### src/rtl/wdog_pkg.sv
package wdog_pkg;
  localparam int ADDR_W = 12;

  localparam logic [ADDR_W-1:0] A_REFRESH = 12'h000;
  localparam logic [ADDR_W-1:0] A_STATUS  = 12'h000;
  localparam logic [ADDR_W-1:0] A_OFS_LO  = 12'h008;
  localparam logic [ADDR_W-1:0] A_OFS_HI  = 12'h00C;
  localparam logic [ADDR_W-1:0] A_CMP_LO  = 12'h010;
  localparam logic [ADDR_W-1:0] A_CMP_HI  = 12'h014;
  localparam logic [ADDR_W-1:0] A_IDENT   = 12'hFCC;

  localparam logic [31:0] ID_DEFAULT = 32'h0100_1A3B;

  // control window word index
  typedef enum int {
    CW_STATUS = 0, CW_OFS_LO = 1, CW_OFS_HI = 2,
    CW_CMP_LO = 3, CW_CMP_HI = 4, CW_IDENT = 5, CW_NUM = 6
  } cw_idx_e;

  // refresh window word index
  typedef enum int { RW_KICK = 0, RW_IDENT = 1, RW_NUM = 2 } rw_idx_e;

  typedef struct packed {
    logic ws1;
    logic ws0;
    logic en;
  } wdog_stat_t;
endpackage

### src/rtl/wdog_decode.sv
module wdog_decode #(
  parameter int AW = 12,
  parameter int N  = 2,
  parameter logic [N-1:0][AW-1:0] MAP = '0
) (
  input  logic          sel_i,
  input  logic [AW-1:0] addr_i,
  output logic [N-1:0]  hit_o
);
  logic aligned;
  assign aligned = (addr_i[1:0] == 2'b00);

  for (genvar g = 0; g < N; g++) begin : g_hit
    assign hit_o[g] = sel_i && aligned && (addr_i == MAP[g]);
  end
endmodule

### src/rtl/wdog_core.sv
module wdog_core
  import wdog_pkg::*;
#(
  parameter int CNT_W = 64,
  parameter int OFS_W = 48,
  parameter int DW    = 32
) (
  input  logic             clk_i,
  input  logic             rst_ni,
  input  logic [CNT_W-1:0] count_i,
  input  logic [DW-1:0]    wdata_i,
  input  logic             kick_we_i,
  input  logic             stat_we_i,
  input  logic             olo_we_i,
  input  logic             ohi_we_i,
  input  logic             clo_we_i,
  input  logic             chi_we_i,
  output wdog_stat_t       stat_o,
  output logic [OFS_W-1:0] ofs_o,
  output logic [CNT_W-1:0] cmp_o
);
  localparam int OHI_W = OFS_W - DW;
  localparam int CHI_W = CNT_W - DW;

  wdog_stat_t       stat_q;
  logic [OFS_W-1:0] ofs_q, ofs_nxt;
  logic [CNT_W-1:0] cmp_q;
  logic             en_nxt, refresh, cmp_we, expire;
  logic [CNT_W-1:0] deadline_nxt, deadline_cur;

  always_comb begin
    ofs_nxt = ofs_q;
    if (olo_we_i) ofs_nxt[DW-1:0]     = wdata_i;
    if (ohi_we_i) ofs_nxt[OFS_W-1:DW] = wdata_i[OHI_W-1:0];
  end

  assign en_nxt       = stat_we_i ? wdata_i[0] : stat_q.en;
  assign refresh      = kick_we_i | stat_we_i | olo_we_i | ohi_we_i;
  assign cmp_we       = clo_we_i | chi_we_i;
  assign deadline_nxt = count_i + CNT_W'(ofs_nxt);
  assign deadline_cur = count_i + CNT_W'(ofs_q);
  // software action in the same cycle wins over a timeout
  assign expire       = stat_q.en && (count_i >= cmp_q) && !refresh && !cmp_we;

  always_ff @(posedge clk_i or negedge rst_ni) begin
    if (!rst_ni) begin
      stat_q <= '0;
      ofs_q  <= '0;
      cmp_q  <= '0;
    end else begin
      ofs_q     <= ofs_nxt;
      stat_q.en <= en_nxt;
      if (refresh) begin
        stat_q.ws0 <= 1'b0;
        stat_q.ws1 <= 1'b0;
        if (en_nxt) cmp_q <= deadline_nxt;
      end else if (cmp_we) begin
        if (clo_we_i) cmp_q[DW-1:0]    <= wdata_i;
        if (chi_we_i) cmp_q[CNT_W-1:DW] <= wdata_i[CHI_W-1:0];
      end else if (expire) begin
        if (!stat_q.ws0) begin
          stat_q.ws0 <= 1'b1;
          cmp_q      <= deadline_cur;
        end else begin
          stat_q.ws1 <= 1'b1;
        end
      end
    end
  end

  assign stat_o = stat_q;
  assign ofs_o  = ofs_q;
  assign cmp_o  = cmp_q;

  // status write clears both stages
  a_r4_status_write_clears: assert property (@(posedge clk_i) disable iff (!rst_ni)
    stat_we_i |=> (!stat_q.ws0 && !stat_q.ws1));
  // offset write clears both stages
  a_r5_offset_write_clears: assert property (@(posedge clk_i) disable iff (!rst_ni)
    (olo_we_i || ohi_we_i) |=> (!stat_q.ws0 && !stat_q.ws1));
  // refresh-window kick clears both stages
  a_r2_kick_clears: assert property (@(posedge clk_i) disable iff (!rst_ni)
    kick_we_i |=> (!stat_q.ws0 && !stat_q.ws1));
  // disabled watchdog never escalates
  a_r6_disabled_quiet: assert property (@(posedge clk_i) disable iff (!rst_ni)
    !stat_q.en |=> (!$rose(stat_q.ws0) && !$rose(stat_q.ws1)));
  // second stage only follows the first
  a_r8_ws1_after_ws0: assert property (@(posedge clk_i) disable iff (!rst_ni)
    $rose(stat_q.ws1) |-> $past(stat_q.ws0));
  // direct compare write keeps status
  a_r9_cmp_write_keeps_stat: assert property (@(posedge clk_i) disable iff (!rst_ni)
    (cmp_we && !refresh) |=> $stable(stat_q));
endmodule

### src/rtl/wdog_two_stage.sv
module wdog_two_stage
  import wdog_pkg::*;
#(
  parameter int          CNT_W    = 64,
  parameter int          OFS_W    = 48,
  parameter int          DW       = 32,
  parameter logic [31:0] ID_VALUE = ID_DEFAULT
) (
  input  logic             clk_i,
  input  logic             rst_ni,
  input  logic [CNT_W-1:0] count_i,
  input  logic             rf_sel_i,
  input  logic             rf_we_i,
  input  logic [ADDR_W-1:0] rf_addr_i,
  input  logic [DW-1:0]    rf_wdata_i,
  output logic [DW-1:0]    rf_rdata_o,
  input  logic             cf_sel_i,
  input  logic             cf_we_i,
  input  logic [ADDR_W-1:0] cf_addr_i,
  input  logic [DW-1:0]    cf_wdata_i,
  output logic [DW-1:0]    cf_rdata_o,
  output logic             irq_o,
  output logic             rst_req_o
);
  localparam int OHI_W = OFS_W - DW;
  localparam int CHI_W = CNT_W - DW;
  localparam logic [CW_NUM-1:0][ADDR_W-1:0] CW_MAP =
    {A_IDENT, A_CMP_HI, A_CMP_LO, A_OFS_HI, A_OFS_LO, A_STATUS};
  localparam logic [RW_NUM-1:0][ADDR_W-1:0] RW_MAP = {A_IDENT, A_REFRESH};

  logic [CW_NUM-1:0] cw_hit;
  logic [RW_NUM-1:0] rw_hit;
  wdog_stat_t        stat;
  logic [OFS_W-1:0]  ofs;
  logic [CNT_W-1:0]  cmp;

  wdog_decode #(.AW(ADDR_W), .N(CW_NUM), .MAP(CW_MAP)) u_cw_dec (
    .sel_i(cf_sel_i), .addr_i(cf_addr_i), .hit_o(cw_hit));
  wdog_decode #(.AW(ADDR_W), .N(RW_NUM), .MAP(RW_MAP)) u_rw_dec (
    .sel_i(rf_sel_i), .addr_i(rf_addr_i), .hit_o(rw_hit));

  wdog_core #(.CNT_W(CNT_W), .OFS_W(OFS_W), .DW(DW)) u_core (
    .clk_i     (clk_i),
    .rst_ni    (rst_ni),
    .count_i   (count_i),
    .wdata_i   (cf_we_i && cf_sel_i ? cf_wdata_i : rf_wdata_i),
    .kick_we_i (rf_we_i && rw_hit[RW_KICK]),
    .stat_we_i (cf_we_i && cw_hit[CW_STATUS]),
    .olo_we_i  (cf_we_i && cw_hit[CW_OFS_LO]),
    .ohi_we_i  (cf_we_i && cw_hit[CW_OFS_HI]),
    .clo_we_i  (cf_we_i && cw_hit[CW_CMP_LO]),
    .chi_we_i  (cf_we_i && cw_hit[CW_CMP_HI]),
    .stat_o    (stat),
    .ofs_o     (ofs),
    .cmp_o     (cmp)
  );

  always_comb begin
    cf_rdata_o = '0;
    if (!cf_we_i) begin
      unique case (1'b1)
        cw_hit[CW_STATUS]: cf_rdata_o = DW'(stat);
        cw_hit[CW_OFS_LO]: cf_rdata_o = ofs[DW-1:0];
        cw_hit[CW_OFS_HI]: cf_rdata_o = DW'(ofs[OFS_W-1:DW]);
        cw_hit[CW_CMP_LO]: cf_rdata_o = cmp[DW-1:0];
        cw_hit[CW_CMP_HI]: cf_rdata_o = DW'(cmp[CNT_W-1:DW]);
        cw_hit[CW_IDENT]:  cf_rdata_o = DW'(ID_VALUE);
        default:           cf_rdata_o = '0;
      endcase
    end
  end

  assign rf_rdata_o = (!rf_we_i && rw_hit[RW_IDENT]) ? DW'(ID_VALUE) : '0;
  assign irq_o      = stat.ws0;
  assign rst_req_o  = stat.ws1;

  // refresh word reads as zero
  a_r2_kick_reads_zero: assert property (@(posedge clk_i) disable iff (!rst_ni)
    (rf_sel_i && !rf_we_i && rf_addr_i == A_REFRESH) |-> (rf_rdata_o == '0));
  // undecoded control-window write leaves the outputs alone
  a_r11_undecoded_write: assert property (@(posedge clk_i) disable iff (!rst_ni)
    (cf_sel_i && cf_we_i && cw_hit == '0 && !rf_sel_i && !stat.en)
      |=> ($stable(irq_o) && $stable(rst_req_o)));
  // reset request is never raised without the interrupt stage before it
  a_r10_req_follows_irq: assert property (@(posedge clk_i) disable iff (!rst_ni)
    $rose(rst_req_o) |-> $past(irq_o));
endmodule

### config.mk
export PLATFORM = sky130hd
export DESIGN_NAME = wdog_two_stage
export DESIGN_NICKNAME = d
export VERILOG_FILES = /design/src/rtl/wdog_pkg.sv /design/src/rtl/wdog_decode.sv /design/src/rtl/wdog_core.sv /design/src/rtl/wdog_two_stage.sv
export SDC_FILE = /design/constraint.sdc
export NUM_CORES = 1
export LEC_CHECK = 0
export BUFFER_PORTS_ARGS = -buffer_cell sky130_fd_sc_hd__buf_4
export CAP_MARGIN = 30
export CORE_MARGIN = 2
export CORE_UTILIZATION = 54
export DETAILED_ROUTE_END_ITERATION = 8
export PLACE_DENSITY_LB_ADDON = 0.12
export RECOVER_POWER = 50
export SYNTH_ARGS = -nofsm -noshare
export SYNTH_HDL_FRONTEND = slang
export SYNTH_SLANG_ARGS = --single-unit
### constraint.sdc
create_clock -name clk_i -period 8.35 [get_ports clk_i]
set_input_delay 0.4175 -clock clk_i [delete_from_list [all_inputs] [get_ports clk_i]]
set_output_delay 0.4175 -clock clk_i [all_outputs]
set_load 0.02 [all_outputs]
# Word level (Yosys, flattened, before mapping)
# Index checks and enable logic that the tools add are counted.
# W data, S select, Z words.
# word_totals
regBits	115
inputBits	158
output_inout_bits	66
word_cells	77
# classes
magnitude_cmp	1
reduce_logical	35
n_mux	18
addsub	2
bitwise_logic	4
n_eq_ne	11
# op_table
op	n
$mux W64	5
$pmux W32 S6	1
$mux W32	5
$add A64 B48 Y64	2
$ge A64 B64 Y1	1
$mux W25	1
$eq A12 B12 Y1 const B	2
$eq A12 B4 Y1 const B	2
$eq A12 B5 Y1 const B	2
$logic_not A12 Y1	2
$logic_and A1 B1 Y1	21
$mux W16	1
$reduce_and A4 Y1	2
$mux W2	3
$ne A3 B1 Y1 const B	2
$logic_not A2 Y1	2
$ne A2 B1 Y1 const B	2
$or A1 B1 Y1	4
$reduce_bool A2 Y1	2
$logic_not A1 Y1	3
$ne A3 B3 Y1 const B	1
$reduce_and A3 Y1	1
$reduce_bool A3 Y1	1
$mux W1	2
$reduce_and A2 Y1	1

# Depth between registers and ports, before layout
# Gate-level depths: netlist of run 1.
# logic_depth
word_depth	13
mapped_depth	22
depth_no_buf	21

# Hierarchy
# From an unflattened synthesis of run 1, not the netlist that was laid out.
# hier_totals
hier_cells	1873
hier_area_um2	14856.7
# by_module_without_submodules
module	area_per_inst_um2	cells_each	seq_area_each_um2	instances
wdog_core	13207.7	1670	2877.8	1
wdog_two_stage	1468.9	179	0.0	1
wdog_decode at u_cw_dec	120.1	17	0.0	1
wdog_decode at u_rw_dec	60.1	7	0.0	1

# Least setup slack after synthesis of run 1
# No wires, ideal clock.
# synth_timing
path_kind	in2reg
from	in cf_addr_i[5]
to	reg u_core.cmp_q[46], in the netlist u_core.cmp_o[46]
n_path_buf	1
arrival_ns	4.504
required_time_ns	8.266
setup_ns	0.084
stages	21
path_slack_ns	3.762
cell_sequence	nor4b_2 > nand2b_1 > or2_4 > nor3_1 > nand2_1 > clkbuf_1 > o21ai_0 > ha_1 > inv_1 > fa_1 > nor2b_2 > o311ai_4 > a2111oi_4 > o21ai_2 > a211oi_2 > o21ai_2 > a21oi_2 > o2111ai_1 > a211o_1 > a21o_1 > a41oi_2
# synth_via
elab_cells_between_ends	35
classes_between	add/sub (1); eq/ne (7); mux (6); bitwise (4); reduce/logical (17)
# synth_lines
element	line	text
start, declared	wdog_two_stage.sv:19	input logic [ADDR_W-1:0] cf_addr_i,
$eq A12 B4 Y1	wdog_decode.sv:14	assign hit_o[g] = sel_i && aligned && (addr_i == MAP[g]);
$logic_and A1 B1 Y1	wdog_decode.sv:14	
$logic_and A1 B1 Y1	wdog_two_stage.sv:49	.olo_we_i (cf_we_i && cw_hit[CW_OFS_LO]),
$mux W32	wdog_core.sv:33	if (olo_we_i) ofs_nxt[DW-1:0] = wdata_i;
net u_core.ofs_nxt[0]	wdog_core.sv:26	logic [OFS_W-1:0] ofs_q, ofs_nxt;
$add A64 B48 Y64	wdog_core.sv:40	assign deadline_nxt = count_i + CNT_W'(ofs_nxt);
$mux W64	wdog_core.sv:56	if (en_nxt) cmp_q <= deadline_nxt;
$mux W64	wdog_core.sv:53	if (refresh) begin
end signal, assigned	wdog_core.sv:56	
end signal, assigned by index	wdog_core.sv:58	if (clo_we_i) cmp_q[DW-1:0] <= wdata_i;
end signal, assigned by index	wdog_core.sv:59	if (chi_we_i) cmp_q[CNT_W-1:DW] <= wdata_i[CHI_W-1:0];
end, declared	wdog_core.sv:27	logic [CNT_W-1:0] cmp_q;
# The timed path passes the listed nets, and every way through them passes these cells. The select of a mux whose other input is x is not followed.
# A chain may end at the register's enable or synchronous reset.

# Final worst setup path of run 1
# layout_timing
from	in cf_addr_i[5]
to	reg u_core.cmp_q[30], in the netlist u_core.cmp_o[30]
# Same word-level chain as after synthesis.

==> results of run 1 <==
## kinds of logic after synthesis
group | after synthesis | share of synthesized area, %
other | 1 | 0.02563
adders and majority gates | 167 | 14.38
xor gates and xnor gates | 102 | 6.106
muxes | 87 | 6.396
AOI/OAI and AO/OA | 659 | 29.24
buffers and inverters | 222 | 6.850
and+or+nand+nor | 542 | 17.33
DFF | 115 | 19.67
## worst min-delay path by stage
stage | start | to | slack [ns] | depth (start not counted)
2_1_floorplan | rst_ni | u_core.cmp_o[0] | 0.12 | 0
3_3_place_gp | u_core.cmp_o[28] | u_core.cmp_o[28] | 0.47 | 1
3_5_place_dp | rst_ni | u_core.cmp_o[36] | 0.34 | 1
4_1_cts | count_i[58] | u_core.cmp_o[58] | 0.35 | 3
5_1_grt | count_i[58] | u_core.cmp_o[58] | 0.40 | 3
6_report | count_i[58] | u_core.cmp_o[58] | 0.34 | 3
## cell type report
cell class | count | area (µm²) | area share, %
flip-flops and latches | 115 | 2878 | 17.15
multi-input cells | 1580 | 10850 | 64.69
repair buffers | 226 | 1672 | 9.963
clock inverters | 11 | 135.1 | 0.8054
well taps | 341 | 426.7 | 2.543
inverters | 95 | 356.6 | 2.125
clock buffers | 20 | 456.7 | 2.722
## metal layers
metal / wire, µm / vias up
li1: - / 7171
met1: 24420 / 7635
met2: 25880 / 1097
met3: 7892 / 157
met4: 2295 / 0
met5: 0 / -
## cells in the mapped netlist, types with 41 or more instances
cell                       count  share of area [%]
sky130_fd_sc_hd__xnor2_1      61                3.7
sky130_fd_sc_hd__inv_1        95                2.4
sky130_fd_sc_hd__a21o_1       68                3.5
sky130_fd_sc_hd__dfrtp_1     115                 20
sky130_fd_sc_hd__xor2_1       41                2.5
sky130_fd_sc_hd__nor2_1      151                3.9
sky130_fd_sc_hd__o21ai_0     162                5.5
sky130_fd_sc_hd__nand4_1      42                1.8
sky130_fd_sc_hd__nand2_1     199                5.1
sky130_fd_sc_hd__clkbuf_1     66                1.7
sky130_fd_sc_hd__a21oi_1     180                6.2
sky130_fd_sc_hd__mux2i_1      68                4.7
sky130_fd_sc_hd__ha_1        165                 14
## metrics by stage
stage / utilization (%) / hold WS (ns)
6_report: 62.60 / 0.3435
2_1_floorplan: - / 0.1219
3_3_place_gp: 60.44 / 0.4700
4_1_cts: 62.94 / 0.3488
3_5_place_dp: 60.69 / 0.3414
5_1_grt: 62.60 / 0.3986
## worst register-to-register path, cell delays in order, from the launching register on
cell and delay, ns:
sky130_fd_sc_hd__dfrtp_1 0.46, sky130_fd_sc_hd__inv_1 0.07, sky130_fd_sc_hd__ha_1 0.33, sky130_fd_sc_hd__nand4_1 0.19, sky130_fd_sc_hd__or3_1 0.41, sky130_fd_sc_hd__o221ai_1 0.84
sky130_fd_sc_hd__nor3_1 0.14, sky130_fd_sc_hd__o21ai_1 0.26, sky130_fd_sc_hd__o2111ai_1 0.36, sky130_fd_sc_hd__a211o_1 0.44, sky130_fd_sc_hd__nand3_1 0.19, sky130_fd_sc_hd__a21boi_4 0.71
sky130_fd_sc_hd__buf_4 0.50, sky130_fd_sc_hd__mux2_2 0.40
## sequential cells by signal, summed over array words and instances (netlist names)
name and flops:
u_core.cmp_o 64, u_core.ofs_o 48, u_core.stat_o 3
## power groups by stage
stage	clock (mW)	combinational (mW)	sequential, mW
3_5_place_dp	0	0.974	0.866
5_1_grt	0.812	1.11	0.879
2_1_floorplan	0	0.653	0.781
6_report	0.792	0.998	0.872
3_3_place_gp	0	0.942	0.864
4_1_cts	0.788	0.981	0.858
==> impl_metrics.py, run 1 <==
metrics = {
    "place": {
        "gpl.final_weighted_congestion": 1.051,
        "placed_cell_area_mm2": 0.01627,
        "port_buffers": 200,
        "detailed_place_hpwl_mm": 47.32,
        "number_of_instances_in_the_placed_design": 2356,
        "pre_cts_slack_ns": 2.571,
    },
    "worst_setup_path": {
        "critical_path.n_buffers_inverters": 3,
        "timing.critical_path.slowest_cell_delay_ns": 0.61,
        "reg2regPathDepth": 13,
        "worst-setup-path-type": "in -> reg",
        "worst-r2r-setup-slack_ns": 2.94,
        "timing.rr.end": "u_core.cmp_o[1]",
        "data_required_critical_path_ns": 8.65,
        "worst_ep_arrival_time_ns": 6.14,
        "worstSetupEndpoint": "u_core.cmp_o[30]",
        "critical_path.max_fanout": 40,
        "critical-path-top-delay-family": "compound AO/OA/AOI/OAI gates",
        "timing.critical_path.slowest_stage_cell": "sky130_fd_sc_hd__nand2_1",
        "critical_path.endpoint_type": "flop",
        "critical_path.startpoint_type": "primary input",
        "worstSetupStartpoint": "cf_addr_i[5]",
        "timing.critical_path.cells": "buf_4, nor4b_2, nand2b_1, or2_0, nor3_1, buf_4, nand2_1, buf_12, o21ai_0, ha_1, a21o_1, a21oi_1, a2111oi_4, nor3_1, o21ai_2, a31o_2, a221oi_2, xor2_1, o22ai_1, a21oi_1, mux2i_1",
        "wp_depth": 21,
        "crit-reg2reg-launch": "u_core.cmp_o[45]",
    },
    "grt": {
        "met1_usage_pct": 59.14,
        "grt_pass1_wl_mm": 91.18,
        "grt_pass1_vias": 15000,
        "gr-total-overflow": 0,
        "met3_usage_pct": 8.908,
        "top_usage_layer": "met2",
        "grt_start_max_net_pins": 63,
        "use_met2_pct": 64.36,
        "grtUsageTotal_pct": 42.24,
        "number_of_antenna_violations_at_the_first_check_in_global_routing": 0,
    },
    "die": {
        "die_area_mm2": 0.02843,
        "num_io_pins": 224,
        "die_h_um": 168.6,
        "floorplan.core_area_mm2": 0.02680,
        "floorplan.initialDensity_pct": 54.59,
        "fp-row-count": 60,
        "die_width_um": 168.6,
    },
    "cts": {
        "clk-insertion-delay-late_ns": 0.45,
        "clkSinkCount": 115,
        "tritoncts": "built",
        "cts_hold_buffers": 1,
        "cts.repair.resized": 0,
        "post-cts-setup-buffers": 0,
        "cts_root_buffer": "sky130_fd_sc_hd__clkbuf_16",
        "clk_pin_slew_ns": 0.06,
        "cts_inserted_buffers": 17,
        "cts-root-to-sink-buffers": 2,
        "h-tree-depth": 4,
    },
    "synth": {
        "synth_edf_count": 0,
        "sequential_share_of_the_synthesized_area_pct": 19.67,
        "postSynthRegisterBits": 115,
        "async_reset_ff_share_pct": 100.0,
        "synthesis.yosys.warnings": 0,
        "mappedNetlistArea_mm2": 0.01463,
        "netlist-cell-type-count": 94,
        "syn_area_per_cell_um2": 7.721,
        "post_synth_inst_count": 1895,
        "synthFlopType": "sky130_fd_sc_hd__dfrtp_1",
    },
    "layout": {
        "finish.instance_area_mm2": 0.01678,
        "layout.nets": 2360,
        "layout.cells.most_common": "sky130_fd_sc_hd__buf_4",
        "final_cell_mix": "sky130_fd_sc_hd__buf_4 (208), sky130_fd_sc_hd__nand2_1 (196), sky130_fd_sc_hd__a21oi_1 (180)",
        "fill_cells": 2482,
        "final_layout_size_suffix_gt1_share_pct": 15.14,
        "antennaDiodeCount": 0,
        "layoutNonFillerInstCount": 2388,
        "area_delta_synth_final_pct": 14.67,
    },
    "drt": {
        "routed_via_density": 6.725,
        "routed_wl_mm": 60.48,
        "firstDrtPassIters": 8,
        "routedWlPerCell_um": 25.33,
        "vias": 16060,
        "drcViolationCount": 0,
        "post_detailed_route_count_of_antenna_violating_nets": 0,
        "iter_0_drt_violations": 2045,
    },
    "min_path": {
        "worst_hold_path_type": "in -> reg",
    },
    "pwr": {
        "switchingPower_mw": 1.057,
        "power_frac_clock_pct": 29.7,
        "peakVddDrop_mv": 0.1755,
        "pwr_density_cell_mw_per_mm2": 158.7,
        "comb_power_share_pct": 37.5,
        "pwr-share-seq_pct": 32.8,
        "total_leakage_power_nw": 8.066,
        "cell_internal_pwr_mw": 1.605,
        "finalPower_mw": 2.662,
        "p_sw_share_pct": 39.70,
    },
    "status": {
        "violated_checks": "max-capacitance violations, max-slew violations",
        "run_status": "complete, but fails checks",
    },
    "sta": {
        "timing.final.max_slew_violations": 100,
        "achievable-frequency_mhz": 171.2,
        "final_period_minus_worst_setup_slack_ns": 5.842,
        "rsz_0062_raised_after_global_routing": "false",
        "timing_hold_violations_final": 0,
        "skew_ns": 0.01008,
        "timing.final.setup_violations": 0,
        "maxSlewHeadroom_pct": -109.6,
        "layout_setup_ws_ns": 2.508,
        "timing.setup.tns_ns": 0,
        "timing.final.crit_share_pct": 69.97,
        "worstMarginPinSlew_ns": 3.144,
    },
    "job": {
        "drv_cap": 2,
    },
}
(Power assumes the default switching activity.)
==> inputs of run 2 (changes only) <==
- clock period: 8.35 -> 5.8 ns (I/O delays scaled with it)
==> run 2 against run 1 <==
Compared with the run above: the run still ends with max-capacitance violations, max-slew violations left; global-route usage is 0.20 points higher; critical path depth stayed put; worst setup slack worse by 2.0 ns; power is 45% higher; core utilization is 0.42 points higher; via count is 0.42% lower; non-clock buffer count is 13 higher; critical endpoint is now u_core.cmp_o[60]; highest routed layer unchanged.
==> impl_metrics.py, run 2 (synthesized netlist as in run 1, its figures left out) <==
metrics = {
    "die": {
        "floorplan.core_area_mm2": 0.02680,
        "die_width_um": 168.6,
        "floorplan.initialDensity_pct": 54.59,
        "die_h_um": 168.6,
        "die_area_mm2": 0.02843,
        "fp-row-count": 60,
        "num_io_pins": 224,
    },
    "layout": {
        "multi_input_comb_area_mm2": 0.01087,
        "final_cell_mix": "sky130_fd_sc_hd__buf_4 (223), sky130_fd_sc_hd__nand2_1 (196), sky130_fd_sc_hd__a21oi_1 (180)",
        "finish.utilization_pct": 63.03,
        "layoutNonFillerInstCount": 2402,
        "area_delta_synth_final_pct": 15.44,
        "sequential_cell_area_mm2": 0.002878,
        "layout.nets": 2373,
        "layout.cells.most_common": "sky130_fd_sc_hd__buf_4",
        "fill_cells": 2496,
        "largest_register_ffs": 64,
        "final_layout_size_suffix_gt1_share_pct": 15.96,
        "finish.instance_area_mm2": 0.01689,
        "antennaDiodeCount": 0,
    },
    "cts": {
        "h-tree-depth": 4,
        "tritoncts": "built",
        "clk-insertion-delay-late_ns": 0.44,
        "cts.repair.resized": 0,
        "clkSinkCount": 115,
        "post-cts-setup-buffers": 0,
        "clk_pin_slew_ns": 0.06,
        "cts-root-to-sink-buffers": 2,
        "cts_root_buffer": "sky130_fd_sc_hd__clkbuf_16",
        "cts_inserted_buffers": 17,
    },
    "place": {
        "port_buffers": 200,
        "pre_cts_slack_ns": 0.4108,
        "number_of_instances_in_the_placed_design": 2369,
        "detailed_place_hpwl_mm": 48.09,
        "placed_cell_area_mm2": 0.01632,
        "gpl.final_weighted_congestion": 1.038,
    },
    "pwr": {
        "total_leakage_power_nw": 8.116,
        "cell_internal_pwr_mw": 2.318,
        "pwr_density_cell_mw_per_mm2": 228.8,
        "p_sw_share_pct": 40.02,
        "peakVddDrop_mv": 0.2177,
        "pwr-share-seq_pct": 32.6,
        "finalPower_mw": 3.864,
        "comb_power_share_pct": 37.4,
        "power_frac_clock_pct": 30.0,
        "switchingPower_mw": 1.546,
    },
    "sta": {
        "worstMarginPinSlew_ns": 3.483,
        "skew_ns": 0.01053,
        "layout_setup_ws_ns": 0.5353,
        "timing.setup.tns_ns": 0,
        "timing.final.max_slew_violations": 118,
        "final_period_minus_worst_setup_slack_ns": 5.265,
        "maxSlewHeadroom_pct": -132.2,
        "rsz_0062_raised_after_global_routing": "false",
        "timing.final.setup_violations": 0,
        "achievable-frequency_mhz": 189.9,
        "timing.final.crit_share_pct": 90.77,
        "timing_hold_violations_final": 0,
        "whs_ns": 0.2352,
    },
    "worst_setup_path": {
        "critical_path.endpoint_type": "flop",
        "worst-setup-path-type": "in -> reg",
        "critical_path.max_fanout": 32,
        "worst-r2r-setup-slack_ns": 0.85,
        "reg2regPathDepth": 13,
        "worst_ep_arrival_time_ns": 5.56,
        "timing.rr.end": "u_core.cmp_o[1]",
        "critical_path.startpoint_type": "primary input",
        "crit-reg2reg-launch": "u_core.cmp_o[42]",
        "data_required_critical_path_ns": 6.09,
    },
    "grt": {
        "grt_pass1_vias": 15170,
        "number_of_antenna_violations_at_the_first_check_in_global_routing": 0,
        "grtUsageTotal_pct": 42.44,
        "grt_start_max_net_pins": 62,
        "gr-total-overflow": 0,
        "grt_pass1_wl_mm": 91.47,
    },
    "drt": {
        "iter_0_drt_violations": 1972,
        "firstDrtPassIters": 7,
        "routedWlPerCell_um": 25.48,
        "routed_via_density": 6.658,
        "drcViolationCount": 0,
        "routed_wl_mm": 61.20,
        "post_detailed_route_count_of_antenna_violating_nets": 0,
        "vias": 15990,
    },
    "job": {
        "drv_cap": 2,
    },
    "min_path": {
        "hold-path-cell-count": 4,
        "worst_hold_path_type": "in -> reg",
        "hold_path.startpoint": "count_i[63]",
        "worstHoldEndpoint": "u_core.cmp_o[63]",
    },
    "status": {
        "violated_checks": "max-capacitance violations, max-slew violations",
        "run_status": "complete, but fails checks",
    },
}
[run 2: power groups by stage]
stage	clock network [mW]	registers [mW]	logic, mW
detailed placement	0	1.24	1.40
finish	1.16	1.26	1.45
floorplan	0	1.12	0.941
CTS	1.16	1.23	1.41
global placement	0	1.24	1.36
global route	1.18	1.26	1.60
[run 2: area by class of cell]
type                            count  share of cell area, %
Inverter                           95                  2.111
Sequential cell                   115                  17.04
Multi-Input combinational cell   1580                  64.33
Timing Repair Buffer              239                  10.33
Clock buffer                       18                  2.600
Tap cell                          341                  2.526
Clock inverter                     14                  1.067
[run 2: how the worst max path moves through the flow]
| stage | start | depth (start not counted) | end | slack (ns) |
|---|---|---|---|---|
| after global routing | cf_addr_i[5] | 19 | u_core.cmp_o[43] | 0.22 |
| after global placement | cf_addr_i[5] | 19 | u_core.cmp_o[43] | 0.47 |
| after detailed placement | cf_addr_i[5] | 19 | u_core.cmp_o[43] | 0.41 |
| final | cf_addr_i[5] | 21 | u_core.cmp_o[60] | 0.54 |
| after floorplan | cf_addr_i[5] | 21 | u_core.cmp_o[46] | 1.34 |
| after CTS | cf_addr_i[5] | 19 | u_core.cmp_o[43] | 0.83 |
[run 2: critical path, cell delays in order]
cell	delay [ns]
sky130_fd_sc_hd__clkbuf_4	0.11
sky130_fd_sc_hd__nor4b_2	0.35
sky130_fd_sc_hd__nand2b_1	0.12
sky130_fd_sc_hd__or2_0	0.32
sky130_fd_sc_hd__nor2_1	0.15
sky130_fd_sc_hd__clkbuf_1	0.74
sky130_fd_sc_hd__nand2_1	0.11
sky130_fd_sc_hd__buf_4	0.28
sky130_fd_sc_hd__o21ai_0	0.29
sky130_fd_sc_hd__ha_1	0.39
sky130_fd_sc_hd__a21o_1	0.24
sky130_fd_sc_hd__a21o_1	0.19
sky130_fd_sc_hd__a21oi_1	0.18
sky130_fd_sc_hd__o21a_1	0.23
sky130_fd_sc_hd__o21a_1	0.14
sky130_fd_sc_hd__o21ai_1	0.09
sky130_fd_sc_hd__a221oi_4	0.64
sky130_fd_sc_hd__nor2_1	0.14
sky130_fd_sc_hd__xor2_1	0.17
sky130_fd_sc_hd__a221oi_1	0.25
sky130_fd_sc_hd__mux2i_1	0.11
[run 2: timing repair]
item,in CTS,in global routing
endpoints found under the setup margin,0,0
hold buffers,1,0
hold endpoints to repair,54,0
[run 2: per-layer routing]
metal / wire length, µm / global-route usage (%) / vias up / part of all wire (%)
met1: 25030 / 59.24 / 7632 / 41
li1: - / - / 7206 / -
met2: 26350 / 64.77 / 1005 / 43
met3: 7538 / 8.604 / 150 / 12
met4: 2280 / 16.08 / 0 / 3.7
met5: 0 / 0 / - / 0
